<file path="src/rtl/cbt_pkg.sv">
package cbt_pkg;
  localparam int SLOT_BYTES = 32;
  localparam int SLOT_BITS  = SLOT_BYTES * 8;
  localparam int WIN_BITS   = 26;

  typedef enum logic [1:0] {
    SZ_BYTE = 2'd0,
    SZ_HALF = 2'd1,
    SZ_WORD = 2'd2,
    SZ_NONE = 2'd3
  } acc_size_e;

  function automatic int size_bytes(logic [1:0] s);
    case (s)
      SZ_BYTE: return 1;
      SZ_HALF: return 2;
      SZ_WORD: return 4;
      default: return 0;
    endcase
  endfunction
endpackage

</file>
<file path="src/rtl/cbt_decode.sv">
module cbt_decode import cbt_pkg::*; #(
  parameter int NUM_ENTRIES = 32,
  parameter int NUM_CORES   = 4,
  localparam int IDXW = $clog2(NUM_ENTRIES),
  localparam int AW   = IDXW + 5
) (
  input  logic                 req_i,
  input  logic                 we_i,
  input  logic [AW-1:0]        addr_i,
  input  logic [1:0]           size_i,
  input  logic [31:0]          wdata_i,
  output logic [IDXW-1:0]      idx_o,
  output logic [4:0]           off_o,
  output logic                 wr_ok_o,
  output logic [SLOT_BYTES-1:0] be_o,
  output logic [SLOT_BITS-1:0] wimg_o
);
  assign idx_o = addr_i[AW-1:5];
  assign off_o = addr_i[4:0];

  assign wr_ok_o = req_i && we_i && (size_i != SZ_NONE) &&
                   (idx_o != '0) && (int'(idx_o) < NUM_CORES);

  // place right-justified write bytes onto the big-endian slot image
  always_comb begin
    int n;
    int p;
    n = size_bytes(size_i);
    be_o = '0;
    wimg_o = '0;
    for (int k = 0; k < 4; k++) begin
      p = int'(off_o) + k;
      if (k < n && p < SLOT_BYTES) begin
        be_o[p] = 1'b1;
        wimg_o[SLOT_BITS-1-8*p -: 8] = wdata_i[8*(n-1-k) +: 8];
      end
    end
  end
endmodule

</file>
<file path="src/rtl/cbt_slot.sv">
module cbt_slot import cbt_pkg::*; #(
  parameter int INDEX = 0
) (
  input  logic                  clk_i,
  input  logic                  rst_ni,
  input  logic                  wr_en_i,
  input  logic [SLOT_BYTES-1:0] be_i,
  input  logic [SLOT_BITS-1:0]  wimg_i,
  input  logic                  id_ld_i,
  input  logic [31:0]           id_val_i,
  output logic [SLOT_BITS-1:0]  img_o,
  output logic [63:0]           nxt_addr_o,
  output logic [63:0]           nxt_arg_o
);
  logic [63:0] addr_q, arg_q;
  logic [31:0] id_q;
  logic [SLOT_BITS-1:0] merged;
  logic [31:0] nxt_id;

  // reserved words are not stored
  assign img_o = {addr_q, arg_q, 32'h0, id_q, 64'h0};

  always_comb begin
    for (int o = 0; o < SLOT_BYTES; o++)
      merged[SLOT_BITS-1-8*o -: 8] = be_i[o] ? wimg_i[SLOT_BITS-1-8*o -: 8]
                                             : img_o[SLOT_BITS-1-8*o -: 8];
  end

  assign nxt_addr_o = merged[255:192];
  assign nxt_arg_o  = merged[191:128];
  assign nxt_id     = merged[95:64];

  always_ff @(posedge clk_i or negedge rst_ni) begin
    if (!rst_ni) begin
      addr_q <= 64'd1;
      arg_q  <= 64'(INDEX);
      id_q   <= 32'(INDEX);
    end else begin
      if (wr_en_i) begin
        addr_q <= nxt_addr_o;
        arg_q  <= nxt_arg_o;
        id_q   <= nxt_id;
      end
      if (id_ld_i) id_q <= id_val_i;  // release load wins over bus
    end
  end
endmodule

</file>
<file path="src/rtl/cbt_read.sv">
module cbt_read import cbt_pkg::*; #(
  parameter int NUM_ENTRIES = 32,
  parameter int NUM_CORES   = 4,
  localparam int IDXW = $clog2(NUM_ENTRIES)
) (
  input  logic [NUM_CORES*SLOT_BITS-1:0] imgs_i,
  input  logic [IDXW-1:0]                idx_i,
  input  logic [4:0]                     off_i,
  input  logic [1:0]                     size_i,
  output logic [31:0]                    rdata_o
);
  logic [SLOT_BITS-1:0] sel;

  always_comb begin
    sel = '0;
    for (int g = 0; g < NUM_CORES; g++)
      if (int'(idx_i) == g) sel = imgs_i[g*SLOT_BITS +: SLOT_BITS];
  end

  always_comb begin
    int n;
    int p;
    n = size_bytes(size_i);
    rdata_o = '0;
    for (int k = 0; k < 4; k++) begin
      p = int'(off_i) + k;
      if (k < n) begin
        rdata_o = rdata_o << 8;
        if (p < SLOT_BYTES) rdata_o[7:0] = sel[SLOT_BITS-1-8*p -: 8];
      end
    end
  end
endmodule

</file>
<file path="src/rtl/cbt_release.sv">
module cbt_release import cbt_pkg::*; #(
  parameter int NUM_ENTRIES = 32,
  parameter int NUM_CORES   = 4,
  localparam int IDXW = $clog2(NUM_ENTRIES)
) (
  input  logic                 clk_i,
  input  logic                 rst_ni,
  input  logic                 wr_ok_i,
  input  logic [IDXW-1:0]      idx_i,
  input  logic [63:0]          nxt_addr_i,
  input  logic [63:0]          nxt_arg_i,
  output logic [NUM_CORES-1:0] rel_o,
  output logic [IDXW-1:0]      rel_core_o,
  output logic [63:0]          rel_pc_o,
  output logic [63:0]          rel_base_o,
  output logic [63:0]          rel_arg_o
);
  localparam logic [63:0] WIN_MASK = (64'd1 << WIN_BITS) - 64'd1;

  logic fire, v_q;
  assign fire = wr_ok_i && !nxt_addr_i[0];

  always_ff @(posedge clk_i or negedge rst_ni) begin
    if (!rst_ni) begin
      v_q        <= 1'b0;
      rel_core_o <= '0;
      rel_pc_o   <= '0;
      rel_base_o <= '0;
      rel_arg_o  <= '0;
    end else begin
      v_q <= fire;
      if (fire) begin
        rel_core_o <= idx_i;
        rel_pc_o   <= nxt_addr_i & WIN_MASK;
        rel_base_o <= nxt_addr_i & ~WIN_MASK;
        rel_arg_o  <= nxt_arg_i;
      end
    end
  end

  always_comb begin
    rel_o = '0;
    for (int g = 0; g < NUM_CORES; g++)
      if (v_q && int'(rel_core_o) == g) rel_o[g] = 1'b1;
  end
endmodule

</file>
<file path="src/rtl/core_boot_table.sv">
module core_boot_table import cbt_pkg::*; #(
  parameter int NUM_ENTRIES = 32,
  parameter int NUM_CORES   = 4,
  localparam int IDXW = $clog2(NUM_ENTRIES),
  localparam int AW   = IDXW + 5
) (
  input  logic                    clk_i,
  input  logic                    rst_ni,
  input  logic                    req_i,
  input  logic                    we_i,
  input  logic [AW-1:0]           addr_i,
  input  logic [1:0]              size_i,
  input  logic [31:0]             wdata_i,
  output logic [31:0]             rdata_o,
  input  logic [NUM_CORES*32-1:0] hwid_i,
  output logic [NUM_CORES-1:0]    rel_o,
  output logic [IDXW-1:0]         rel_core_o,
  output logic [63:0]             rel_pc_o,
  output logic [63:0]             rel_base_o,
  output logic [63:0]             rel_arg_o,
  output logic [63:0]             win_size_o
);
  logic [IDXW-1:0]              idx;
  logic [4:0]                   off;
  logic                         wr_ok;
  logic [SLOT_BYTES-1:0]        be;
  logic [SLOT_BITS-1:0]         wimg;
  logic [NUM_CORES*SLOT_BITS-1:0] imgs;
  logic [NUM_CORES*64-1:0]      nxt_addrs, nxt_args;
  logic [63:0]                  nxt_addr, nxt_arg;

  assign win_size_o = 64'd1 << WIN_BITS;

  cbt_decode #(.NUM_ENTRIES(NUM_ENTRIES), .NUM_CORES(NUM_CORES)) u_dec (
    .req_i, .we_i, .addr_i, .size_i, .wdata_i,
    .idx_o(idx), .off_o(off), .wr_ok_o(wr_ok), .be_o(be), .wimg_o(wimg)
  );

  for (genvar g = 0; g < NUM_CORES; g++) begin : g_slot
    cbt_slot #(.INDEX(g)) u_slot (
      .clk_i, .rst_ni,
      .wr_en_i(wr_ok && int'(idx) == g),
      .be_i(be), .wimg_i(wimg),
      .id_ld_i(rel_o[g]), .id_val_i(hwid_i[g*32 +: 32]),
      .img_o(imgs[g*SLOT_BITS +: SLOT_BITS]),
      .nxt_addr_o(nxt_addrs[g*64 +: 64]),
      .nxt_arg_o(nxt_args[g*64 +: 64])
    );
  end

  always_comb begin
    nxt_addr = 64'd1;
    nxt_arg  = '0;
    for (int g = 0; g < NUM_CORES; g++)
      if (int'(idx) == g) begin
        nxt_addr = nxt_addrs[g*64 +: 64];
        nxt_arg  = nxt_args[g*64 +: 64];
      end
  end

  cbt_read #(.NUM_ENTRIES(NUM_ENTRIES), .NUM_CORES(NUM_CORES)) u_rd (
    .imgs_i(imgs), .idx_i(idx), .off_i(off), .size_i, .rdata_o
  );

  cbt_release #(.NUM_ENTRIES(NUM_ENTRIES), .NUM_CORES(NUM_CORES)) u_rel (
    .clk_i, .rst_ni, .wr_ok_i(wr_ok), .idx_i(idx),
    .nxt_addr_i(nxt_addr), .nxt_arg_i(nxt_arg),
    .rel_o, .rel_core_o, .rel_pc_o, .rel_base_o, .rel_arg_o
  );
endmodule

</file>
<file path="config.mk">
export PLATFORM = sky130hd
export DESIGN_NAME = core_boot_table
export DESIGN_NICKNAME = d
export VERILOG_FILES = /design/src/rtl/cbt_pkg.sv /design/src/rtl/cbt_decode.sv /design/src/rtl/cbt_slot.sv /design/src/rtl/cbt_read.sv /design/src/rtl/cbt_release.sv /design/src/rtl/core_boot_table.sv
export SDC_FILE = /design/constraint.sdc
export NUM_CORES = 2
export LEC_CHECK = 0
export BUFFER_PORTS_ARGS = -buffer_cell sky130_fd_sc_hd__buf_4
export CAP_MARGIN = 0
export CORE_MARGIN = 4
export CORE_UTILIZATION = 30
export DETAILED_ROUTE_END_ITERATION = 8
export HOLD_SLACK_MARGIN = 0.03
export PLACE_DENSITY = 0.48
export SYNTH_ARGS = -nofsm -noshare
export SYNTH_HDL_FRONTEND = slang
export SYNTH_SLANG_ARGS = --single-unit
</file>
<file path="constraint.sdc">
create_clock -name clk_i -period 9.9 [get_ports clk_i]
set_clock_uncertainty 0.1 [all_clocks]
set_input_delay 0.495 -clock clk_i [delete_from_list [all_inputs] [get_ports clk_i]]
set_output_delay 0.495 -clock clk_i [all_outputs]
set_load 0.03 [all_outputs]
</file>
Word-level counts from Yosys, hierarchy flattened. Index checks and enable logic that the tools add are counted.

Bits in registers: 774. Word-level logic and storage cells: 272. Output and inout port bits: 297. Input bits: 176.

Reductions and logical operators: 62. Mux-type cells: 120. Shifts and indexed selects: 16. Equal/unequal tests: 9. Add/sub/neg operators: 15. Order comparisons: 17. Bitwise operators: 4.

Operator list (count): 256-bit 2-to-1 mux (8); 8-bit by 33-bit variable shift with 263-bit output, first input constant (4); 8-bit by 33-bit indexed part select with 263-bit output (4); 263-bit by 32-bit indexed part select with 8-bit output (3); 256-bit bitwise mux (3); 8-bit 2-to-1 mux (73); 64-bit 2-to-1 mux (8); 32-bit 2-to-1 mux (9); 263-bit by 9-bit indexed part select with 8-bit output (1); 256-bit bitwise AND (1); 32-bit by 7-bit < comparator with 1-bit output, second input constant (6); 32-bit by 32-bit indexed part select with 8-bit output (4); 24-bit 2-to-1 mux (5); 32-bit negation with 33-bit output (3); 32-bit by 1-bit >= comparator with 1-bit output, second input constant (3); 9-bit by 32-bit subtractor with 32-bit output, first input constant (3); 24-bit OR (3); 3-bit by 32-bit < comparator with 1-bit output, first input constant (2); 29-bit by 2-bit subtractor with 29-bit output, second input constant (2); 29-bit by 3-bit subtractor with 29-bit output, second input constant (2); 2-bit nonzero test (20); 9-bit negation with 33-bit output (1); 1-bit by 32-bit < comparator with 1-bit output, first input constant (1); 2-bit by 32-bit < comparator with 1-bit output, first input constant (1); other kinds (21) (73).

Logic depth before layout (Yosys ltp).
Depth after elaboration: 20. Depth in mapped cells: 20. Gate-level depth less buffers: 11.

By module. A second synthesis with hierarchy kept.

Cells, all modules: 7914. Area total of the unflattened synthesis: 75402.3 um^2.

By module, submodules not included: cbt_read (seq. area each 0.0 um^2, cells each 2402, area an instance 18158.7 um^2, instances 1); cbt_slot (g_slot[1].u_slot ...) (seq. area each 4007.6 um^2, cells each 701, area an instance 8836.0 um^2, instances 2); cbt_decode (seq. area each 0.0 um^2, cells each 1838, area an instance 11817.6 um^2, instances 1); cbt_slot (g_slot[3].u_slot) (seq. area each 4010.1 um^2, cells each 701, area an instance 8838.5 um^2, instances 1); cbt_slot (g_slot[0].u_slot) (seq. area each 4005.1 um^2, cells each 701, area an instance 8833.5 um^2, instances 1); cbt_release (seq. area each 3353.2 um^2, cells each 354, area an instance 5735.5 um^2, instances 1); core_boot_table (seq. area each 0.0 um^2, cells each 516, area an instance 4346.7 um^2, instances 1).

Worst setup path after synthesis. Ideal clock, no wire load.

Kind: input-to-output. Start: in addr_i[1]. End: out rdata_o[1]. Path slack: 4.893 ns. Cell stages on the path: 18. Required time: 9.305 ns. Arrival: 4.412 ns. Cells stage by stage: clkbuf_1 -> clkbuf_1 -> inv_2 -> buf_1 -> clkbuf_1 -> ha_1 -> clkbuf_1 -> inv_1 -> buf_2 -> buf_2 -> clkbuf_1 -> nand3_1 -> o211ai_1 -> a21oi_1 -> nor3_1 -> nor4_2 -> o21a_1 -> o221ai_1.

Word-level cells in the longest chain between the ends: 7. Elaborated cells between the ends (all ways): 23.

Ends and longest elaborated chain: from (decl) (line core_boot_table.sv:11) `input logic [AW-1:0] addr_i,`; 5-bit by 1-bit adder with 6-bit output / 8-bit by 8-bit subtractor with 9-bit output (equally long branches) (line cbt_read.sv:26, cbt_read.sv:29); 9-bit by 32-bit subtractor with 32-bit output / 263-bit by 9-bit indexed part select with 8-bit output (equally long branches) (line cbt_read.sv:29) `if (p < SLOT_BYTES) rdata_o[7:0] = sel[SLOT_BITS-1-8*p -: 8];`; 263-bit by 32-bit indexed part select with 8-bit output / 8-bit 2-to-1 mux (equally long branches) (line cbt_read.sv:29); 8-bit 2-to-1 mux, on equally long branches (line cbt_read.sv:29, cbt_read.sv:27); 16-bit 2-to-1 mux (line cbt_read.sv:27) `if (k < n) begin`; 24-bit 2-to-1 mux (line cbt_read.sv:27); 32-bit 2-to-1 mux (*) (line cbt_read.sv:27); to (decl) (line core_boot_table.sv:14) `output logic [31:0] rdata_o,`.

Mark *: on every way between the ends. The rest lies on a longest branch, timed or not.

Final worst setup path.
Start: in addr_i[1]. End: out rdata_o[0].

The elaborated chain is that of the path after synthesis.

==> flow_metrics.py <==
metrics = {
    "route": {
        "wl_per_cell_um": 39.8,
        "firstDrtPassIters": 9,
        "drc": 0,
        "viasPerCell": 6.30,
        "wirelength_mm": 330,
        "drtAntennaViolNets": 0,
        "num_vias": 52200,
        "drtIter0Drc": 7221,
    },
    "worst_setup_path": {
        "critPathCaptureType": "output port",
        "arrival_ps": 5970,
        "crit_family": "simple AND/OR/NAND/NOR gates",
        "cpPeakStageDelay_ps": 780,
        "crit_top_cell": "buf_4",
        "ff2ff_path_depth": 8,
        "critPathMaxFanout": 50,
        "crit_chain": "buf_4, ha_1, ha_1, buf_4, clkinv_1, nor3_2, nand2_1, or3_1, o211ai_1, a211oi_1, mux2_2, o22ai_1, buf_4",
        "cp.required_ps": 9310,
        "worst-setup-path-type": "input pin to output port",
        "cp.depth": 13,
        "slowest_stage": "nand2_1",
        "worstSetupStartpointType": "input pin",
        "path_buf_inv": 4,
    },
    "sta": {
        "setup_viol": 0,
        "report.final.slew_viol_count": 4,
        "worst_pin_slew_ps": 1500,
        "relSlewSlack": -0.00134,
        "whs_ps": 245,
        "fin_crit_ps": 6560,
        "fmax_ghz": 0.152,
        "hold_viol_final": 0,
        "fin_tns_setup_ps": 0,
        "min_period_over_period": 0.663,
        "rsz0062_at_grt": "no",
    },
    "synthesis": {
        "ys_seq_area_frac": 0.376,
        "async_flop_share": 1.00,
        "syn-instance-count": 5714,
        "netlist_area_um2": 51600,
        "yosysWarnings": 0,
        "synthDistinctLibCells": 115,
        "avgSynthCellArea_um2": 9.03,
        "synth_seq_cells": 774,
        "synth-edff-count": 0,
        "synth_flop_cell": "dfrtp_1",
    },
    "grt": {
        "grt_overflow": 0,
        "use_met2": 0.524,
        "top_usage_layer": "met2",
        "globalRouteTotalUtil": 0.357,
        "grt_max_degree": 180,
        "use_met1": 0.454,
        "grt_pass1_vias": 50600,
        "global_route.usage.met3": 0.118,
        "grt_pass1_wl_mm": 444,
        "grt_antenna_before_repair": 32,
    },
    "clocking": {
        "cts-root-buf": "clkbuf_16",
        "cts_buffers": 92,
        "post_cts_buffers": 0,
        "clock_path_buffers": 3,
        "ctsHoldBuffers": 129,
        "cts.clk_slew.worst_paths_ps": 60,
        "cts.sinks": 774,
        "cts_resized": 0,
        "worstSkewPairLatency_ps": 790,
        "cts_tree": "built",
        "h-tree-depth": 3,
    },
    "place": {
        "port_buffers": 344,
        "dp_hpwl_mm": 251,
        "gp_congestion": 1.09,
    },
    "final_layout": {
        "multi_input_area_um2": 29500,
        "area_delta_synth_final_pct": 17.5,
        "layout-drive-gt1-share": 0.197,
        "seq_area_um2": 19400,
        "fin_nets": 6091,
        "final_cell_mix": "nand2_1, dfrtp_1, o21ai_0",
        "final_common_cell": "nand2_1",
        "fillers": 17500,
    },
    "floorplan": {
        "num_io_pins": 473,
        "die_area_um2": 179000,
        "coreArea_um2": 170000,
        "die_w_um": 423,
        "start_util": 0.303,
        "rows": 151,
        "die_y_um": 423,
    },
    "power": {
        "vdd_drop_max_uv": 146,
        "p_leak_uw": 0.0241,
        "power.density_nw_per_um2": 135,
    },
    "run": {
        "cap_viol_max_count": 0,
    },
    "min_path": {
        "hold_path.class": "input pin to async pin",
    },
    "status": {
        "violations": "slew limit",
        "status": "finished with violations",
    },
}
==> layout make-up <==
cell class / instances / area share
diodes: 15 / 0.000619
clock buffers: 137 / 0.0457
clock inverters: 36 / 0.00885
inverters: 27 / 0.00171
multi-input cells: 4338 / 0.486
flip-flops and latches: 774 / 0.320
well taps: 2295 / 0.0473
repair buffers: 666 / 0.0903
==> path summary, 6_finish.rpt <==
check	from	endpoint	slack [ps]
max	addr_i[1]	rdata_o[0]	3340
min	rst_ni	g_slot[3].u_slot.arg_q[10]	240
max reg2reg	g_slot[0].u_slot.addr_q[0]	u_rel.rel_base_o[26]	6810
min reg2reg	g_slot[0].u_slot.addr_q[7]	g_slot[0].u_slot.addr_q[7]	270
max in group asynchronous	rst_ni	u_rel.rel_arg_o[61]	7130
min in group clk_i	g_slot[0].u_slot.addr_q[7]	g_slot[0].u_slot.addr_q[7]	270
==> power breakdown <==
group | switching [uW] | total (uW) | internal (uW)
registers | 11.6 | 3190 | 3180
logic | 983 | 1300 | 320
clock network | 1540 | 3680 | 2140
total | 2530 | 8170 | 5640
==> sequential cells by signal, indices dropped and copies added, names as in the netlist <==
register / flops
u_rel.v_q: 1
u_rel.rel_base_o: 38
g_slot.u_slot.arg_q: 256
u_rel.rel_arg_o: 64
u_rel.rel_pc_o: 26
g_slot.u_slot.id_q: 128
u_rel.rel_core_o: 5
g_slot.u_slot.addr_q: 256
==> cell families after synthesis <==
| logic type | Yosys count | share of synthesized area |
|---|---|---|
| flops | 774 | 0.376 |
| compound gates | 1810 | 0.228 |
| xor+xnor | 10 | 0.00221 |
| other cells | 2 | 0.000146 |
| simple gates | 1858 | 0.163 |
| buf+inv | 728 | 0.0708 |
| fa+ha+maj | 16 | 0.00388 |
| mux | 516 | 0.156 |
==> cell usage after synthesis (all sizes together) (24+ instances only) <==
| master | count | area share |
|---|---|---|
| nor3 | 86 | 0.010 |
| o221ai | 59 | 0.010 |
| a22o | 129 | 0.022 |
| nand2 | 920 | 0.067 |
| a22oi | 59 | 0.0086 |
| nand3 | 160 | 0.016 |
| dfrtp | 762 | 0.37 |
| o22ai | 116 | 0.014 |
| nand2b | 36 | 0.0044 |
| and2 | 59 | 0.0072 |
| a21o | 37 | 0.0054 |
| nor4 | 34 | 0.0049 |
| mux2 | 92 | 0.020 |
| clkbuf | 349 | 0.025 |
| nand4 | 46 | 0.0056 |
| a211oi | 73 | 0.011 |
| inv | 24 | 0.0018 |
| a31oi | 67 | 0.0084 |
| o21ai | 620 | 0.060 |
| mux2i | 204 | 0.040 |
| mux4 | 220 | 0.096 |
| a221oi | 48 | 0.0081 |
| a21oi | 299 | 0.029 |
| o211ai | 61 | 0.0091 |
| o31ai | 33 | 0.0054 |
| buf | 352 | 0.043 |
| and3 | 42 | 0.0051 |
| nor2 | 376 | 0.029 |
==> per-stage QoR <==
stage / area [um^2] / util / instances / setup WS, ps / total power, uW
floorplan: 52100 / - / 5840 / 4890 / 3870
global placement: 56000 / 0.329 / 7969 / 3640 / 4460
detailed placement: 56000 / 0.329 / 7970 / 3610 / 4450
CTS: 60600 / 0.356 / 8272 / 3610 / 8180
global route: 60600 / 0.356 / 8274 / 3290 / 8370
finish: 60700 / 0.356 / 8288 / 3340 / 8170
==> layer usage <==
| layer | vias to the layer above | wire length (um) |
|---|---|---|
| met5 | - | 96 |
| met4 | 16 | 24100 |
| met3 | 803 | 36200 |
| met2 | 3267 | 140000 |
| met1 | 26800 | 129000 |
| li1 | 21400 | - |
Note: power is estimated with default switching activity, not from simulation.
